### src/rtl/abd_pkg.sv
`timescale 1ns/1ps
package abd_pkg;
    typedef enum logic [1:0] {
        TM_IDLE = 2'd0,
        TM_WAIT = 2'd1,
        TM_MEAS = 2'd2
    } tm_state_e;
endpackage

### src/rtl/abd_sync.sv
`timescale 1ns/1ps
module abd_sync #(
    parameter int STAGES = 2
) (
    input  logic clk_i,
    input  logic rst_ni,
    input  logic d_i,
    output logic q_o
);
    logic [STAGES-1:0] sr_d, sr_q;

    always_comb begin
        sr_d = {sr_q[STAGES-2:0], d_i};
    end

    always_ff @(posedge clk_i or negedge rst_ni) begin
        if (!rst_ni) sr_q <= '1;
        else         sr_q <= sr_d;
    end

    assign q_o = sr_q[STAGES-1];
endmodule

### src/rtl/abd_span_timer.sv
`timescale 1ns/1ps
module abd_span_timer
    import abd_pkg::*;
#(
    parameter int CNT_W    = 16,
    parameter int TICK_DIV = 4,
    parameter int MIN_CNT  = 72
) (
    input  logic             clk_i,
    input  logic             rst_ni,
    input  logic             arm_i,
    input  logic             rx_s_i,
    output logic             valid_o,
    output logic             err_o,
    output logic [CNT_W-1:0] cnt_o
);
    localparam int DIV_W = $clog2(TICK_DIV);
    localparam logic [CNT_W-1:0] CNT_TOP = '1;

    typedef struct packed {
        tm_state_e        st;
        logic             prev;
        logic [DIV_W-1:0] div;
        logic [CNT_W-1:0] cnt;
        logic             valid;
        logic             err;
    } tm_t;

    tm_t d, q;

    always_comb begin
        d       = q;
        d.valid = 1'b0;
        d.prev  = rx_s_i;
        if (arm_i) begin
            d.st  = TM_WAIT;
            d.err = 1'b0;
        end else begin
            case (q.st)
                TM_WAIT: begin
                    if (q.prev && !rx_s_i) begin
                        d.st  = TM_MEAS;
                        d.div = DIV_W'(1);
                        d.cnt = '0;
                    end
                end
                TM_MEAS: begin
                    if (rx_s_i) begin
                        d.st = TM_IDLE;
                        if (q.cnt < CNT_W'(MIN_CNT)) d.err   = 1'b1;
                        else                         d.valid = 1'b1;
                    end else if (q.div == DIV_W'(TICK_DIV - 1)) begin
                        d.div = '0;
                        d.cnt = q.cnt + CNT_W'(1);
                        if (q.cnt == CNT_TOP - CNT_W'(1)) begin
                            d.err = 1'b1;
                            d.st  = TM_IDLE;
                        end
                    end else begin
                        d.div = q.div + DIV_W'(1);
                    end
                end
                default: ;
            endcase
        end
    end

    always_ff @(posedge clk_i or negedge rst_ni) begin
        if (!rst_ni) q <= '{st: TM_IDLE, prev: 1'b1, default: '0};
        else         q <= d;
    end

    assign valid_o = q.valid;
    assign err_o   = q.err;
    assign cnt_o   = q.cnt;

    // an arm strobe always leaves the error flag clear
    assert_arm_clears_err_R7: assert property (@(posedge clk_i) disable iff (!rst_ni)
        arm_i |=> !err_o);
    // a failed measurement never also reports a valid count
    assert_err_excludes_valid_R4: assert property (@(posedge clk_i) disable iff (!rst_ni)
        $rose(err_o) |-> !valid_o);
endmodule

### src/rtl/abd_reload_div.sv
`timescale 1ns/1ps
module abd_reload_div #(
    parameter int CNT_W = 16,
    parameter int UNIT  = 72,
    parameter int HALF  = 36
) (
    input  logic             clk_i,
    input  logic             rst_ni,
    input  logic             start_i,
    input  logic [CNT_W-1:0] count_i,
    output logic             done_o,
    output logic [CNT_W-1:0] reload_o
);
    typedef struct packed {
        logic             busy;
        logic [CNT_W-1:0] rem;
        logic [CNT_W-1:0] quo;
        logic [CNT_W-1:0] rld;
        logic             done;
    } dv_t;

    dv_t d, q;

    always_comb begin
        d      = q;
        d.done = 1'b0;
        if (start_i) begin
            d.busy = 1'b1;
            d.rem  = count_i - CNT_W'(HALF);
            d.quo  = '0;
        end else if (q.busy) begin
            if (q.rem >= CNT_W'(UNIT)) begin
                d.rem = q.rem - CNT_W'(UNIT);
                d.quo = q.quo + CNT_W'(1);
            end else begin
                d.busy = 1'b0;
                d.done = 1'b1;
                d.rld  = q.quo;
            end
        end
    end

    always_ff @(posedge clk_i or negedge rst_ni) begin
        if (!rst_ni) q <= '0;
        else         q <= d;
    end

    assign done_o   = q.done;
    assign reload_o = q.rld;

    // checker state: count captured at start of each division
    logic [CNT_W-1:0] held_q;
    always_ff @(posedge clk_i or negedge rst_ni) begin
        if (!rst_ni)      held_q <= '0;
        else if (start_i) held_q <= count_i;
    end

    // reload is the rounded quotient of the captured count
    assert_quotient_R3: assert property (@(posedge clk_i) disable iff (!rst_ni)
        done_o |-> ((int'(reload_o) * UNIT + HALF <= int'(held_q)) &&
                    (int'(held_q) < (int'(reload_o) + 1) * UNIT + HALF)));
    // done is a single-cycle pulse
    assert_done_pulse_R3: assert property (@(posedge clk_i) disable iff (!rst_ni)
        done_o |=> !done_o);
    // the timer never hands over a count below the minimum
    assert_start_min_R5: assert property (@(posedge clk_i) disable iff (!rst_ni)
        start_i |-> (count_i >= CNT_W'(UNIT)));
endmodule

### src/rtl/abd_tick_gen.sv
`timescale 1ns/1ps
module abd_tick_gen #(
    parameter int CNT_W   = 16,
    parameter int OVS_DIV = 2
) (
    input  logic             clk_i,
    input  logic             rst_ni,
    input  logic             load_i,
    input  logic             stop_i,
    input  logic [CNT_W-1:0] reload_i,
    output logic             tick_o
);
    localparam int PW = CNT_W + 2;

    typedef struct packed {
        logic          en;
        logic [PW-1:0] per;
        logic [PW-1:0] pre;
        logic          tick;
    } tg_t;

    tg_t d, q;

    always_comb begin
        d      = q;
        d.tick = 1'b0;
        if (stop_i) begin
            d.en = 1'b0;
        end else if (load_i) begin
            d.en  = 1'b1;
            d.per = PW'(OVS_DIV) * (PW'(reload_i) + PW'(1));
            d.pre = d.per - PW'(1);
        end else if (q.en) begin
            if (q.pre == '0) begin
                d.tick = 1'b1;
                d.pre  = q.per - PW'(1);
            end else begin
                d.pre = q.pre - PW'(1);
            end
        end
    end

    always_ff @(posedge clk_i or negedge rst_ni) begin
        if (!rst_ni) q <= '0;
        else         q <= d;
    end

    assign tick_o = q.tick;

    // every tick is one clock wide
    assert_tick_width_R6: assert property (@(posedge clk_i) disable iff (!rst_ni)
        tick_o |=> !tick_o);
    // re-arming silences the tick on the next cycle
    assert_stop_silences_R7: assert property (@(posedge clk_i) disable iff (!rst_ni)
        stop_i |=> !tick_o);
endmodule

### src/rtl/autobaud_detect.sv
`timescale 1ns/1ps
module autobaud_detect #(
    parameter int CNT_W         = 16,
    parameter int TICK_DIV      = 4,
    parameter int SYNC_STAGES   = 2,
    parameter int FRAME_BITS    = 9,
    parameter int UNITS_PER_BIT = 8
) (
    input  logic             clk_i,
    input  logic             rst_ni,
    input  logic             arm_i,
    input  logic             rx_i,
    output logic [CNT_W-1:0] reload_o,
    output logic             done_o,
    output logic             err_o,
    output logic             tick_o
);
    localparam int UNIT    = FRAME_BITS * UNITS_PER_BIT;
    localparam int HALF    = UNIT / 2;
    localparam int OVS_DIV = TICK_DIV * UNITS_PER_BIT / 16;

    logic             rx_s;
    logic             cnt_valid;
    logic [CNT_W-1:0] cnt;

    abd_sync #(.STAGES(SYNC_STAGES)) u_sync (
        .clk_i (clk_i),
        .rst_ni(rst_ni),
        .d_i   (rx_i),
        .q_o   (rx_s)
    );

    abd_span_timer #(.CNT_W(CNT_W), .TICK_DIV(TICK_DIV), .MIN_CNT(UNIT)) u_timer (
        .clk_i  (clk_i),
        .rst_ni (rst_ni),
        .arm_i  (arm_i),
        .rx_s_i (rx_s),
        .valid_o(cnt_valid),
        .err_o  (err_o),
        .cnt_o  (cnt)
    );

    abd_reload_div #(.CNT_W(CNT_W), .UNIT(UNIT), .HALF(HALF)) u_div (
        .clk_i   (clk_i),
        .rst_ni  (rst_ni),
        .start_i (cnt_valid),
        .count_i (cnt),
        .done_o  (done_o),
        .reload_o(reload_o)
    );

    abd_tick_gen #(.CNT_W(CNT_W), .OVS_DIV(OVS_DIV)) u_tick (
        .clk_i   (clk_i),
        .rst_ni  (rst_ni),
        .load_i  (done_o),
        .stop_i  (arm_i),
        .reload_i(reload_o),
        .tick_o  (tick_o)
    );
endmodule

### config.mk
export PLATFORM = sky130hd
export DESIGN_NAME = autobaud_detect
export DESIGN_NICKNAME = d
export VERILOG_FILES = /design/src/rtl/abd_pkg.sv /design/src/rtl/abd_sync.sv /design/src/rtl/abd_span_timer.sv /design/src/rtl/abd_reload_div.sv /design/src/rtl/abd_tick_gen.sv /design/src/rtl/autobaud_detect.sv
export SDC_FILE = /design/constraint.sdc
export NUM_CORES = 1
export LEC_CHECK = 0
export ABC_AREA = 0
export BUFFER_PORTS_ARGS = -buffer_cell sky130_fd_sc_hd__buf_2
export CAP_MARGIN = 30
export CORE_ASPECT_RATIO = 1.25
export CORE_MARGIN = 1
export CORE_UTILIZATION = 65
export DETAILED_ROUTE_END_ITERATION = 16
export GPL_TIMING_DRIVEN = 0
export HOLD_SLACK_MARGIN = 0.05
export PLACE_DENSITY = 0.9
export SETUP_SLACK_MARGIN = 0.5
export SKIP_LAST_GASP = 1
export SLEW_MARGIN = 30
export SYNTH_ARGS = -nofsm -noshare
export SYNTH_HDL_FRONTEND = slang
export SYNTH_SLANG_ARGS = --single-unit
### constraint.sdc
create_clock -name clk_i -period 3.85 [get_ports clk_i]
set_input_delay 0.77 -clock clk_i [delete_from_list [all_inputs] [get_ports clk_i]]
set_output_delay 0.77 -clock clk_i [all_outputs]
set_load 0.01 [all_outputs]
==> impl_metrics.csv <==
group,metric,value,unit
finish,n_antenna_cell,0,
cts,clk_pin_slew,80,ps
logic_synthesis,synthFlopType,"dfrtp_1",
finish,drive_above_1_share,10.9,%
setup_path,cp-start-kind,"flop",
timing,post-route-period-util,74.9,%
timing,tns,0,ps
finish,area_delta_synth_final,8.69,%
detailed_routing,routedWlPerCell,17.2,µm
setup_path,path_class,"reg2reg",
timing,maxSlewViolCount,0,
detailed_routing,num_vias,5762,
cts,cts_setup_buffers,0,
floorplanning,coreArea,0.00976,mm²
power,p_leak,3.15,nW
setup_path,crit_fanout,9,
place,post-place-ws,1040,ps
logic_synthesis,synth-edff-count,0,
finish,seq_area,0.00273,mm²
timing,max_clock_freq,347,MHz
place,port_buffers,22,
cts,clockBufferDepth,2,
detailed_routing,antenna_left,0,
detailed_routing,dr.pass1.iters,5,
run,drv_cap,0,
setup_path,crit_path_top_delay_cell,"nor4_1",
floorplanning,rows,40,
worst_hold_path,hp-class,"in2async",
cts,cts_root_buf,"clkbuf_16",
grt,grtUsageTotal,31.8,%
setup_path,r2r_slack,970,ps
logic_synthesis,ys_ff_latch,109,
setup_path,worst-path-buf-inv,1,
place,hpwl,11.0,mm
timing,worst_pin_slew,981,ps
timing,setup_viol,0,
setup_path,worst_path_most_repeated_cell,"nand2_1",
power,power_density,503,mW/mm²
detailed_routing,vias_per_cell,6.26,
timing,min_period,2880,ps
logic_synthesis,yosysWarnings,0,
floorplanning,die_x,92.5,µm
place,globalplace.congestion,0.951,
finish,multi_input_area,0.00355,mm²
timing,finClkSkew,8.18,ps
floorplanning,fp.dieArea,0.0106,mm²
logic_synthesis,synth_top_area_share,39.9,%
timing,worst_slack,965,ps
logic_synthesis,synthTopCellsByArea,"dfrtp_1 40%, xnor2_1 6.5%, xor2_1 6.1%, nand2_1 4.9%, nor2_1 4.7%",
finish,nFillCells,661,
grt,grt_pass1_vias,5605,
timing,max_slew_margin,32.9,%
setup_path,critPathMaxStageDelay,490,ps
cts,clk-insertion-delay-late,360,ps
logic_synthesis,synth_area,0.00665,mm²
logic_synthesis,syn_nets,770,
setup_path,crit_family,"simple AND/OR/NAND/NOR gates",
floorplanning,start_util,68.2,%
setup_path,arrival,3100,ps
logic_synthesis,netlist_instances,756,
finish,final_nets,804,
detailed_routing,drt_iter0_drc,463,
cts,cts_buffers,9,
grt,grt_max_degree,75,
setup_path,crit_chain,"ha_1 -> clkbuf_1 -> nand2_1 -> nor4_1 -> xnor2_1 -> nand2_1 -> nor3_1 -> xor2_1 -> o221ai_1",
cts,cts-htree-levels,3,
power,vdd_ir_drop_max,0.492,mV
cts,ctsHoldBuffers,0,
timing,hold_violations,0,
floorplanning,ios,23,
cts,cts_resized,0,
grt,grt_overflow,0,
power,p_total,3.64,mW
setup_path,end_kind,"flop",
detailed_routing,drc,0,
setup_path,cp.required,4070,ps
grt,grt_pass1_wl,26.5,mm
cts,cts_tree,"built",
detailed_routing,routed_wl,15.8,mm
logic_synthesis,yosysTopAreaCell,"dfrtp_1",
floorplanning,die_y,115,µm
cts,cts.sinks,109,
logic_synthesis,synth_async_sr_flop_share,100,%
logic_synthesis,synth-seq-area-share,41.1,%
grt,antenna_found_initial,0,
timing,rsz0062_at_grt,"no",
logic_synthesis,syn_area_per_cell,8.80,µm²
run_status,status,"completed",
logic_synthesis,synth_cell_type_count,67,
## synthesized netlist by cell type, types with 2 or more instances
cell type  count
nor4_4         2
o21ai_1       25
or2_2          2
or2_1          3
ha_1          10
or3_1          9
a211oi_1       3
o211ai_1       2
nand3_1       23
o21ai_0       38
nand4_1       15
o31a_1         4
o31ai_1        5
nor3b_1        2
xnor2_1       49
a221oi_1       2
a31o_1         3
and2_1         2
and3_1         7
nor4_1        10
a21oi_1       38
or4_1          4
or4b_1         2
nor2b_1        5
o221ai_1       2
o22ai_1        5
inv_1         21
nor4_2         2
nor3_1        22
xor2_1        46
nand2b_1       6
dfrtp_1      106
clkbuf_1      26
buf_2         12
nor2_1        83
nand3b_1       5
nand2_1       86
a221o_1        2
o22a_1         2
mux2_1        14
buf_4         16
mux2_2         2
and4_1         2
dfstp_2        3
a31oi_1        6
## worst register-to-register path: stages, from the launching register on
cell,delay [ps]
dfrtp_1,460
ha_1,180
clkbuf_1,370
nand2_1,290
nor4_1,490
xnor2_1,260
nand2_1,90
nor3_1,260
xor2_1,210
o221ai_1,140
## sequential cells by signal (all words and copies together), names as in the netlist
signal           flops
u_timer.cnt_o       16
u_tick.tick_o        1
u_timer.q            5
u_timer.valid_o      1
u_timer.err_o        1
u_div.reload_o      16
u_sync.sr_q          2
u_div.q             30
u_div.done_o         1
u_tick.q            36
## layout by cell type (no fill, tap or decap), types with 10 or more instances in the layout
cell type,instances
nand2_1,86
nand3_1,23
nor2_1,83
mux2_1,14
inv_1,21
nor3_1,22
clkbuf_1,26
o21ai_1,25
o21ai_0,38
xnor2_1,49
nand4_1,15
buf_4,16
xor2_1,46
a21oi_1,38
dfrtp_1,106
nor4_1,10
ha_1,10
buf_2,33
## power breakdown
part           switching (mW)  leakage (nW)  total (mW)  internal [mW]
Sequential              0.215          1.45        1.54           1.33
Clock                   0.442         0.132       0.884          0.442
Combinational           0.702          1.57        1.21          0.507
Total                    1.36          3.15        3.64           2.28
## kinds of logic after synthesis
group	Yosys count	synth area share [%]
adders and majority gates	10	1.88
DFF	109	41.1
AOI/OAI and AO/OA	147	13.2
muxes	18	3.08
buffers and inverters	77	5.55
and+or+nand+nor	300	22.7
xor gates and xnor gates	95	12.5
## routing by layer
layer	global-route usage, %	wire length, µm
met1	40.6	6500
met2	53.6	7940
met3	5.95	1020
met4	12.9	363
met5	0	0
## area by class of cell
type | count | area share, %
sequential | 109 | 37.8
buffer | 55 | 3.96
clock buffer | 9 | 3.11
timing repair buffer | 23 | 1.99
multi-input combinational | 570 | 49.1
clock inverter | 7 | 0.709
tap | 126 | 2.18
inverter | 22 | 1.14
## metrics by stage
| step | hold WS (ps) | instance area [µm²] | cells | util [%] |
|---|---|---|---|---|
| 6_report | 303 | 7230 | 921 | 74.1 |
| 3_3_place_gp | 345 | 6920 | 904 | 70.9 |
| 2_1_floorplan | 345 | 6650 | 756 | - |
| 4_1_cts | 313 | 7230 | 921 | 74.1 |
| 5_1_grt | 320 | 7230 | 921 | 74.1 |
| 3_5_place_dp | 356 | 6950 | 905 | 71.3 |
## path summary, 6_finish.rpt
path / start / end / depth (start not counted)
max in group asynchronous: rst_ni / u_timer.q[20] / 2
max: u_div.reload_o[1] / u_tick.q[17] / 9
min: rst_ni / u_timer.q[19] / 1
max reg2reg: u_div.reload_o[1] / u_tick.q[17] / 9
min in group clk_i: u_sync.sr_q[0] / u_sync.sr_q[1] / 0
min reg2reg: u_sync.sr_q[0] / u_sync.sr_q[1] / 0
Note: power is estimated with default switching activity, not from simulation.
